File: config.mk
export PLATFORM = sky130hd
export DESIGN_NAME = lcdu_unpacker
export DESIGN_NICKNAME = d
export VERILOG_FILES = /design/src/rtl/lcdu_pkg.sv /design/src/rtl/lcdu_fmt_decode.sv /design/src/rtl/lcdu_word_seq.sv /design/src/rtl/lcdu_pixel_pick.sv /design/src/rtl/lcdu_unpacker.sv
export SDC_FILE = /design/constraint.sdc
export NUM_CORES = 1
export LEC_CHECK = 0
export CAP_MARGIN = 20
export CORE_UTILIZATION = 25
export DETAILED_ROUTE_END_ITERATION = 8
export PLACE_DENSITY = 0.44
export SKIP_LAST_GASP = 1
export SLEW_MARGIN = 0
export SYNTH_ARGS = -nofsm -noshare
export SYNTH_HDL_FRONTEND = slang
export SYNTH_SLANG_ARGS = --single-unit
File: constraint.sdc
create_clock -name clk -period 7.69 [get_ports clk]
set_input_delay 1.538 -clock clk [delete_from_list [all_inputs] [get_ports clk]]
set_output_delay 1.538 -clock clk [all_outputs]
set_load 0.005 [all_outputs]
File: src/rtl/lcdu_pkg.sv
package lcdu_pkg;
  localparam int WORD_BITS = 32;
  localparam int LG_WORD   = $clog2(WORD_BITS);

  typedef enum logic [2:0] {
    K_INDEX = 3'd0,
    K_5551  = 3'd1,
    K_565   = 3'd2,
    K_444   = 3'd3,
    K_888   = 3'd4
  } pix_kind_e;

  typedef struct packed {
    logic [2:0] lg_bits;   // log2 of slot width
    pix_kind_e  kind;
    logic       swap_ac;
    logic       be_byte;
    logic       be_pix;
  } fmt_t;

  function automatic fmt_t decode_fmt(input logic [2:0] depth, input logic be_byte,
                                      input logic be_pix, input logic bgr,
                                      input logic [1:0] mux, input logic ext);
    fmt_t f;
    f.be_byte = be_byte;
    f.be_pix  = be_pix;
    f.swap_ac = bgr;
    f.lg_bits = 3'd4;
    f.kind    = K_5551;
    if (depth <= 3'd3) begin
      f.lg_bits = depth;
      f.kind    = K_INDEX;
    end else if (depth == 3'd5) begin
      f.lg_bits = 3'd5;
      f.kind    = K_888;
    end else if (ext) begin
      f.kind = (depth == 3'd6) ? K_565 : (depth == 3'd7) ? K_444 : K_5551;
    end else begin
      case (mux)
        2'd1:    f.kind = K_5551;
        2'd3:    begin f.kind = K_565; f.swap_ac = 1'b1; end
        default: f.kind = K_565;
      endcase
    end
    return f;
  endfunction

  function automatic logic [4:0] last_slot(input logic [2:0] lg);
    return 5'((6'd32 >> lg) - 6'd1);
  endfunction

  function automatic logic [4:0] slot_pos(input logic [4:0] k, input logic [2:0] lg,
                                          input logic be_byte, input logic be_pix);
    logic [4:0] sub_mask;
    sub_mask = (lg < 3'd3) ? 5'((4'd8 >> lg) - 4'd1) : 5'd0;
    if (be_byte)     return last_slot(lg) - k;
    else if (be_pix) return (k & ~sub_mask) | (sub_mask - (k & sub_mask));
    else             return k;
  endfunction

  function automatic logic [31:0] extract(input logic [31:0] word, input logic [4:0] pos,
                                          input logic [2:0] lg);
    logic [32:0] mask;
    logic [9:0]  sh;
    mask = (33'd1 << (6'd1 << lg)) - 33'd1;
    sh   = 10'(pos) << lg;
    return (word >> sh) & mask[31:0];
  endfunction

  function automatic logic [23:0] to_color(input logic [31:0] raw, input pix_kind_e kind,
                                           input logic swap);
    logic [7:0] ca, cb, cc;
    case (kind)
      K_5551:  begin ca = {raw[4:0], 3'b0};  cb = {raw[9:5], 3'b0};  cc = {raw[14:10], 3'b0}; end
      K_565:   begin ca = {raw[4:0], 3'b0};  cb = {raw[10:5], 2'b0}; cc = {raw[15:11], 3'b0}; end
      K_444:   begin ca = {raw[3:0], 4'b0};  cb = {raw[7:4], 4'b0};  cc = {raw[11:8], 4'b0};  end
      K_888:   begin ca = raw[7:0];          cb = raw[15:8];         cc = raw[23:16];         end
      default: begin ca = 8'd0;              cb = 8'd0;              cc = raw[7:0];           end
    endcase
    if (kind == K_INDEX) return {16'd0, raw[7:0]};
    return swap ? {cc, cb, ca} : {ca, cb, cc};
  endfunction
endpackage

File: src/rtl/lcdu_fmt_decode.sv
module lcdu_fmt_decode
  import lcdu_pkg::*;
#(
  parameter bit EXT_MODES = 1'b0
) (
  input  logic [2:0] depth,
  input  logic       be_byte,
  input  logic       be_pix,
  input  logic       bgr,
  input  logic [1:0] mux,
  output fmt_t       fmt
);
  always_comb fmt = decode_fmt(depth, be_byte, be_pix, bgr, mux, EXT_MODES);
endmodule

File: src/rtl/lcdu_word_seq.sv
module lcdu_word_seq
  import lcdu_pkg::*;
#(
  parameter int W = WORD_BITS
) (
  input  logic         clk,
  input  logic         rst_n,
  input  logic         in_valid,
  input  logic [W-1:0] in_word,
  input  fmt_t         in_fmt,
  output logic         in_ready,
  output logic         held,
  output logic         last,
  output logic         accept,
  output logic [4:0]   cnt_q,
  output logic [W-1:0] word_q,
  output fmt_t         fmt_q
);
  assign last     = held && (cnt_q == last_slot(fmt_q.lg_bits));
  assign in_ready = !held || last;
  assign accept   = in_valid && in_ready;

  always_ff @(posedge clk) begin
    if (!rst_n) begin
      held   <= 1'b0;
      cnt_q  <= '0;
      word_q <= '0;
      fmt_q  <= '0;
    end else if (accept) begin
      held   <= 1'b1;
      cnt_q  <= '0;
      word_q <= in_word;
      fmt_q  <= in_fmt;
    end else if (last) begin
      held <= 1'b0;
    end else if (held) begin
      cnt_q <= cnt_q + 5'd1;
    end
  end
endmodule

File: src/rtl/lcdu_pixel_pick.sv
module lcdu_pixel_pick
  import lcdu_pkg::*;
(
  input  logic [31:0] word,
  input  fmt_t        fmt,
  input  logic [4:0]  slot,
  output logic        is_index,
  output logic [23:0] data
);
  logic [4:0]  pos;
  logic [31:0] raw;
  always_comb begin
    pos      = slot_pos(slot, fmt.lg_bits, fmt.be_byte, fmt.be_pix);
    raw      = extract(word, pos, fmt.lg_bits);
    is_index = (fmt.kind == K_INDEX);
    data     = to_color(raw, fmt.kind, fmt.swap_ac);
  end
endmodule

File: src/rtl/lcdu_unpacker.sv
module lcdu_unpacker
  import lcdu_pkg::*;
#(
  parameter bit EXT_MODES = 1'b0
) (
  input  logic        clk,
  input  logic        rst_n,
  input  logic [2:0]  cfg_depth,
  input  logic        cfg_be_byte,
  input  logic        cfg_be_pix,
  input  logic        cfg_bgr,
  input  logic [1:0]  mux_sel,
  input  logic        word_valid,
  input  logic [31:0] word_data,
  output logic        word_ready,
  output logic        pix_valid,
  output logic        pix_index,
  output logic [23:0] pix_data
);
  fmt_t        fmt_in, fmt_q;
  logic        held, last, accept;
  logic [4:0]  cnt_q;
  logic [31:0] word_q;

  lcdu_fmt_decode #(.EXT_MODES(EXT_MODES)) u_dec (
    .depth(cfg_depth), .be_byte(cfg_be_byte), .be_pix(cfg_be_pix),
    .bgr(cfg_bgr), .mux(mux_sel), .fmt(fmt_in)
  );

  lcdu_word_seq #(.W(WORD_BITS)) u_seq (
    .clk(clk), .rst_n(rst_n), .in_valid(word_valid), .in_word(word_data),
    .in_fmt(fmt_in), .in_ready(word_ready), .held(held), .last(last),
    .accept(accept), .cnt_q(cnt_q), .word_q(word_q), .fmt_q(fmt_q)
  );

  lcdu_pixel_pick u_pick (
    .word(word_q), .fmt(fmt_q), .slot(cnt_q),
    .is_index(pix_index), .data(pix_data)
  );

  assign pix_valid = held;
endmodule

* Word level (Yosys, flattened, before mapping)
Cells that the tools add are included.
** Storage, ports and cells
- Register bits :: 47
- Input bits :: 43
- Output and inout bits :: 27
- Word-level logic and storage cells :: 65
** Cells by class
- $add $sub $neg :: 6
- Order comparisons :: 2
- Equal/unequal tests :: 8
- Shift operators :: 6
- Mux-type cells :: 19
- Bitwise operators :: 7
- Reductions and logical operators :: 9
** Operators with widths (number)
- two-way mux 24 bit :: 3
- case mux 8 bit (4 select lines) :: 2
- right shift 32 x 10 -> 24 bit :: 1
- bitwise AND 24 bit :: 1
- case mux 8 bit (3 select lines) :: 1
- << shifter 1 x 6 -> 24 bit, first input constant :: 1
- subtractor 24 x 1 -> 24 bit, second input constant :: 1
- two-way mux 5 bit :: 3
- bitwise AND 5 bit :: 2
- << shifter 5 x 3 -> 10 bit :: 1
- subtractor 5 x 1 -> 5 bit, second input constant :: 2
- subtractor 5 bit :: 2
- two-way mux 1 bit :: 7
- == test 3 x 2 -> 1 bit, second input constant :: 2
- == test 3 bit, second input constant :: 2
- two-way mux 6 bit :: 1
- << shifter 1 x 3 -> 6 bit, first input constant :: 1
- right shift 6 x 3 -> 5 bit, first input constant :: 1
- adder 5 x 1 -> 5 bit, second input constant :: 1
- == test 5 bit :: 1
- NOT 5 bit :: 1
- OR 5 bit :: 1
- right shift 4 x 3 -> 5 bit, first input constant :: 1
- OR reduction 2 bit :: 2
- 14 further kinds :: 16

* Depth between registers and ports, before layout
Gate-level depths: netlist of the first run.
- Word-level depth :: 14
- Gate-level depth with buffers :: 23
- Depth with buffers taken out :: 20

* Cells and area by module
Synthesis of the first run repeated with hierarchy kept, for this count alone.
** Unflattened totals
- Cells, all modules :: 887
- Area total of the unflattened synthesis :: 6548.8 µm²
** By module, submodules not included
- lcdu_pixel_pick :: times used 1, cells an instance 640, area each 4296.6 µm², seq. area each 0.0 µm²
- lcdu_word_seq :: times used 1, cells an instance 235, area each 2163.3 µm², seq. area each 940.9 µm²
- lcdu_fmt_decode :: times used 1, cells an instance 12, area each 88.8 µm², seq. area each 0.0 µm²

* Least setup slack after synthesis of the first run
OpenSTA, ideal clock, no wires.
- Path kind :: register to output
- Start :: reg u_seq.fmt_q[7] (netlist name)
- End :: out pix_data[4]
- Arrival time :: 4498 ps
- Required time :: 6152 ps
- Path slack :: 1654 ps
- Stages on the path, launching flop included :: 19
- Buffers on the path :: 1
- Path through :: dfxtp_1 > clkbuf_1 > inv_1 > ha_1 > nor2b_1 > inv_1 > ha_1 > a21o_1 > o21ai_0 > o22ai_1 > or4_4 > or3_4 > or2_0 > or4_4 > o31ai_4 > nand2_4 > and3_4 > and2_4 > a211oi_2
** On the way
- Word-level cells in the longest chain between the ends :: 14
- Elaborated cells on any way between the ends :: 25
- Those cells by class :: add/sub (5); order compare (1); shift (6); mux (8); bitwise (5)
** Ends and longest elaborated chain
- right shift 4 x 3 -> 5 bit :: RTL line lcdu_pkg.sv:55 : sub_mask = (lg < 3'd3) ? 5'((4'd8 >> lg) - 4'd1) : 5'd0;
- subtractor 5 x 1 -> 5 bit :: RTL line lcdu_pkg.sv:55
- two-way mux 5 bit :: RTL line lcdu_pkg.sv:55
- bitwise AND 5 bit or NOT 5 bit (tied branches) :: RTL line lcdu_pkg.sv:57 : else if (be_pix) return (k & ~sub_mask) | (sub_mask - (k & sub_mask));
- subtractor 5 bit or bitwise AND 5 bit (tied branches) :: RTL line lcdu_pkg.sv:57
- OR 5 bit :: RTL line lcdu_pkg.sv:57
- two-way mux 5 bit :: RTL line lcdu_pkg.sv:57
- two-way mux 5 bit :: RTL line lcdu_pkg.sv:56 : if (be_byte) return last_slot(lg) - k;
- << shifter 5 x 3 -> 10 bit :: RTL line lcdu_pkg.sv:66 : sh = 10'(pos) << lg;
- right shift 32 x 10 -> 24 bit :: RTL line lcdu_pkg.sv:67 : return (word >> sh) & mask[31:0];
- bitwise AND 24 bit * :: RTL line lcdu_pkg.sv:67
- case mux 8 bit (4 select lines) or case mux 8 bit (3 select lines) (tied branches) :: RTL line lcdu_pkg.sv:73 : case (kind)
- two-way mux 24 bit :: RTL line lcdu_pkg.sv:81 : return swap ? {cc, cb, ca} : {ca, cb, cc};
- two-way mux 24 bit * :: RTL line lcdu_pkg.sv:81
- to (decl) :: RTL line lcdu_unpacker.sv:18 : output logic [23:0] pix_data
Mark *: on every way between the ends. The rest lies on a longest branch, timed or not. The select of a mux whose other input is x is not followed.

* Worst setup path in the final report of the first run
- Start :: reg u_seq.fmt_q[7] (netlist name)
- End :: out pix_data[4]
** On the way
- Word-level cells in the longest chain between the ends :: 14
- Elaborated cells on any way between the ends :: 25
- Those cells by class :: add/sub (5); order compare (1); shift (6); mux (8); bitwise (5)
** Ends and longest elaborated chain (RTL line)
- right shift 4 x 3 -> 5 bit :: lcdu_pkg.sv:55
- subtractor 5 x 1 -> 5 bit :: lcdu_pkg.sv:55
- two-way mux 5 bit :: lcdu_pkg.sv:55
- bitwise AND 5 bit or NOT 5 bit (tied branches) :: lcdu_pkg.sv:57
- subtractor 5 bit or bitwise AND 5 bit (tied branches) :: lcdu_pkg.sv:57
- OR 5 bit :: lcdu_pkg.sv:57
- two-way mux 5 bit :: lcdu_pkg.sv:57
- two-way mux 5 bit :: lcdu_pkg.sv:56
- << shifter 5 x 3 -> 10 bit :: lcdu_pkg.sv:66
- right shift 32 x 10 -> 24 bit :: lcdu_pkg.sv:67
- bitwise AND 24 bit * :: lcdu_pkg.sv:67
- case mux 8 bit (4 select lines) or case mux 8 bit (3 select lines) (tied branches) :: lcdu_pkg.sv:73
- two-way mux 24 bit :: lcdu_pkg.sv:81
- two-way mux 24 bit * :: lcdu_pkg.sv:81
Marked as above.

==> results.sh, run 1 <==
export IMPL_outcome="completed"
export IMPL_fp_dieW_um=153.8
export IMPL_leakagePower_uw=0.002510
export IMPL_synth_ff_type="dfxtp_1"
export IMPL_finalSetupViolCount=0
export IMPL_fillCellCount=2490
export IMPL_clock_fmax_mhz=137.2
export IMPL_ctsHoldBuffers=0
export IMPL_cts_tree="done"
export IMPL_post_route_period_util_pct=94.79
export IMPL_area_growth_pct=20.88
export IMPL_antenna_found_initial=0
export IMPL_drc=0
export IMPL_grt_total_usage_pct=18.13
export IMPL_synth_edf_count=0
export IMPL_root_buffer="clkbuf_16"
export IMPL_start_kind="flip-flop"
export IMPL_port_buffers=69
export IMPL_layout_min_cycle_time_ps=7289
export IMPL_num_vias=6226
export IMPL_drt_wl_total_um=21310
export IMPL_total_power_uw=921.6
export IMPL_crit_type="flip-flop to output port"
export IMPL_via_per_inst=5.515
export IMPL_worstHoldStart="u_seq.word_q[0]"
export IMPL_synth_area_sq_um=5764
export IMPL_fin_tns_setup_ps=0
export IMPL_ant_nets=0
export IMPL_r2r_start="u_seq.fmt_q[6]"
export IMPL_arrival_ps=5750
export IMPL_layout_commonest_cell="nand2_1"
export IMPL_firstDrtPassIters=5
export IMPL_dp_final_hpwl_um=16870
export IMPL_peakVddDrop_v=0.00008131
export IMPL_wl_per_cell_um=18.88
export IMPL_endpoint_kind="output port"
export IMPL_numCtsBuffers=5
export IMPL_worstPathRequired_ps=6150
export IMPL_combPwrFrac_pct=45.3
export IMPL_clock_latency_ps=300
export IMPL_rrSetupSlack_ps=4640
export IMPL_num_io_pins=70
export IMPL_antenna_cells=0
export IMPL_num_nets_final=902
export IMPL_clock_path_buffers=2
export IMPL_final_cell_mix="144 x nand2_1, 75 x mux2i_1, 69 x clkdlybuf4s50_1"
export IMPL_die_h_um=153.8
export IMPL_final_layout_size_suffix_gt1_share_pct=8.768
export IMPL_grt_max_degree=44
export IMPL_critPathMaxFanout=12
export IMPL_maxSlewHeadroom_pct=47.12
export IMPL_htreeDepth=2
export IMPL_yosysUniqueCellTypes=92
export IMPL_row_count=55
export IMPL_worst_pin_slew_ps=792.0
export IMPL_syn_num_nets=855
export IMPL_hold_depth=2
export IMPL_clk_pin_slew_ps=70
export IMPL_cap_violations=0
export IMPL_yosys_warnings=0
export IMPL_gp_congestion=0.8873
export IMPL_stdcell_count=1129
export IMPL_avgSynthCellArea_sq_um=7.242
export IMPL_cts_sinks=47
export IMPL_grt_pass1_vias=5967
export IMPL_power_frac_seq_pct=29.4
export IMPL_core_area_sq_um=22640
export IMPL_p_switching_uw=361.1
export IMPL_reg2reg_to="u_seq.cnt_q[3]"
export IMPL_skew_ps=8.961
export IMPL_drtIter0Drc=548
export IMPL_hold_viol=0
export IMPL_die_area_sq_um=23670
export IMPL_p_sw_share_pct=39.18
export IMPL_dp_cells=1120
export IMPL_hold_path_class="flip-flop to flip-flop"
export IMPL_p_int_uw=560.5
export IMPL_grt_remaining_overflow=0
export IMPL_power_density_nw_per_um2=132.3
export IMPL_rsz0062_at_grt="no"
export IMPL_grt_pass1_wl_um=33830
export IMPL_min_to="u_seq.word_q[0]"
export IMPL_synthArstFlopShare_pct=0
export IMPL_start_util_pct=25.46
export IMPL_r2r_cells=9
export IMPL_synth_seq_cells=47
export IMPL_syn_inst=796
export IMPL_ys_seq_area_share_pct=16.32
export IMPL_pwr_share_clk_pct=25.3
export IMPL_slew_viol_final=0
[layout make-up]
type | count | area (sq um) | area share [%]
clock buffers | 7 | 152.6 | 2.191
clock inverters | 1 | 7.507 | 0.1077
inverters | 23 | 86.33 | 1.239
multi-input cells | 673 | 4541 | 65.16
flip-flops and latches | 47 | 940.9 | 13.50
well taps | 285 | 356.6 | 5.118
repair buffers | 93 | 883.3 | 12.68
[logic make-up after synthesis]
kind of cell	count (synthesis)	share of synthesized area [%]
compound gates	224	29.04
xor+xnor	12	1.823
fa+ha+maj	16	3.603
buf+inv	76	5.644
flops	47	16.32
mux	86	15.17
simple gates	335	28.39
[power by group through the flow]
| stage | logic (uW) | registers [uW] | clock network [uW] |
|---|---|---|---|
| 4_1_cts | 410 | 271 | 243 |
| 2_1_floorplan | 274 | 269 | 0 |
| 6_report | 417 | 271 | 233 |
| 3_3_place_gp | 413 | 277 | 0 |
| 3_5_place_dp | 409 | 277 | 0 |
| 5_1_grt | 452 | 273 | 253 |
[routing by layer]
| metal | vias up | wire length [um] | GRT usage (%) |
|---|---|---|---|
| met2 | 227 | 9692 | 28.74 |
| li1 | 3050 | - | - |
| met3 | 40 | 1209 | 2.339 |
| met5 | - | 0 | 0 |
| met1 | 2909 | 9894 | 25.03 |
| met4 | 0 | 515 | 6.429 |
[through the flow]
| stage | worst slack (ps) | util, % | hold slack [ps] | instance area [sq um] |
|---|---|---|---|---|
| final | 400.8 | 30.78 | 468.1 | 6968 |
| after global routing | 25.02 | 30.78 | 506.7 | 6968 |
| after CTS | 171.4 | 30.67 | 475.5 | 6943 |
| after detailed placement | 533.2 | 29.96 | 466.3 | 6783 |
| after global placement | 490.6 | 29.96 | 462.2 | 6783 |
| after floorplan | 1654 | - | 442.8 | 5764 |
[Yosys cell counts, drive strengths merged, types with 3 or more instances]
master	n	area share [%]
or2	6	0.65
nand2b	7	0.76
nand4b	3	0.46
nor2	53	3.5
o32a	3	0.52
a211oi	8	1.2
or3	7	0.85
o221ai	4	0.61
a311oi	3	0.46
nor4	3	0.33
nand3b	3	0.39
o311a	3	0.52
ha	15	3.3
a221oi	4	0.72
o21a	6	0.78
or4	6	0.91
nand4	9	0.98
nand2	146	9.6
inv	22	1.4
nand3	28	2.4
o2111ai	7	1.2
and4	4	0.61
xnor2	11	1.7
clkbuf	33	2.1
buf	20	2.0
o21ai	32	2.8
nor3	16	1.4
a32oi	9	1.4
o211ai	8	1.0
o31ai	4	0.85
a31oi	10	1.1
mux2	11	2.1
and2	17	1.9
o311ai	3	0.76
o32ai	4	0.61
nor2b	10	1.1
mux2i	75	13
a21o	3	0.39
o2111a	3	0.59
and3	7	0.85
a21oi	35	3.2
o22ai	10	1.1
dfxtp	47	16
a21boi	42	5.5
[how the worst max path moves through the flow]
stage	from	endpoint	slack (ps)
floorplan	u_seq.fmt_q[7]	pix_data[4]	1650
global placement	u_seq.fmt_q[7]	pix_data[4]	490
detailed placement	u_seq.fmt_q[7]	pix_data[4]	530
CTS	u_seq.fmt_q[7]	pix_data[4]	170
global route	u_seq.fmt_q[7]	pix_data[6]	30
finish	u_seq.fmt_q[7]	pix_data[4]	400
[sequential cells by signal, summed over array words and instances (netlist names)]
register	count
u_seq.fmt_q	9
u_seq.word_q	32
u_seq.held	1
u_seq.cnt_q	5
[repair_timing]
| item | 4_1_cts | 5_1_grt |
|---|---|---|
| endpoints found under the setup margin | 0 | 11 |
| resized for setup | 0 | 6 |
| setup buffers | 0 | 1 |
[worst max-delay path: stages, from the launching register on]
cell,delay [ps]
dfxtp_1,360
inv_1,250
ha_1,320
nor2b_1,240
inv_1,140
ha_1,250
o41a_1,440
o32a_1,290
o2111ai_1,360
nand2_2,270
a2111oi_1,620
a311oi_1,180
o41ai_1,440
buf_4,200
o21ai_0,80
and3_4,200
and2_4,150
a211oi_2,130
clkdlybuf4s50_1,520
Power figures use the tool's default switching activity.
==> run 2, diff against run 1 <==
- CTS_CLUSTER_SIZE: not set -> 40
- SLEW_MARGIN: 0 -> 20
==> results of run 2 <==
Same layout as run 1: the final DEF is identical, and so are final timing and power.
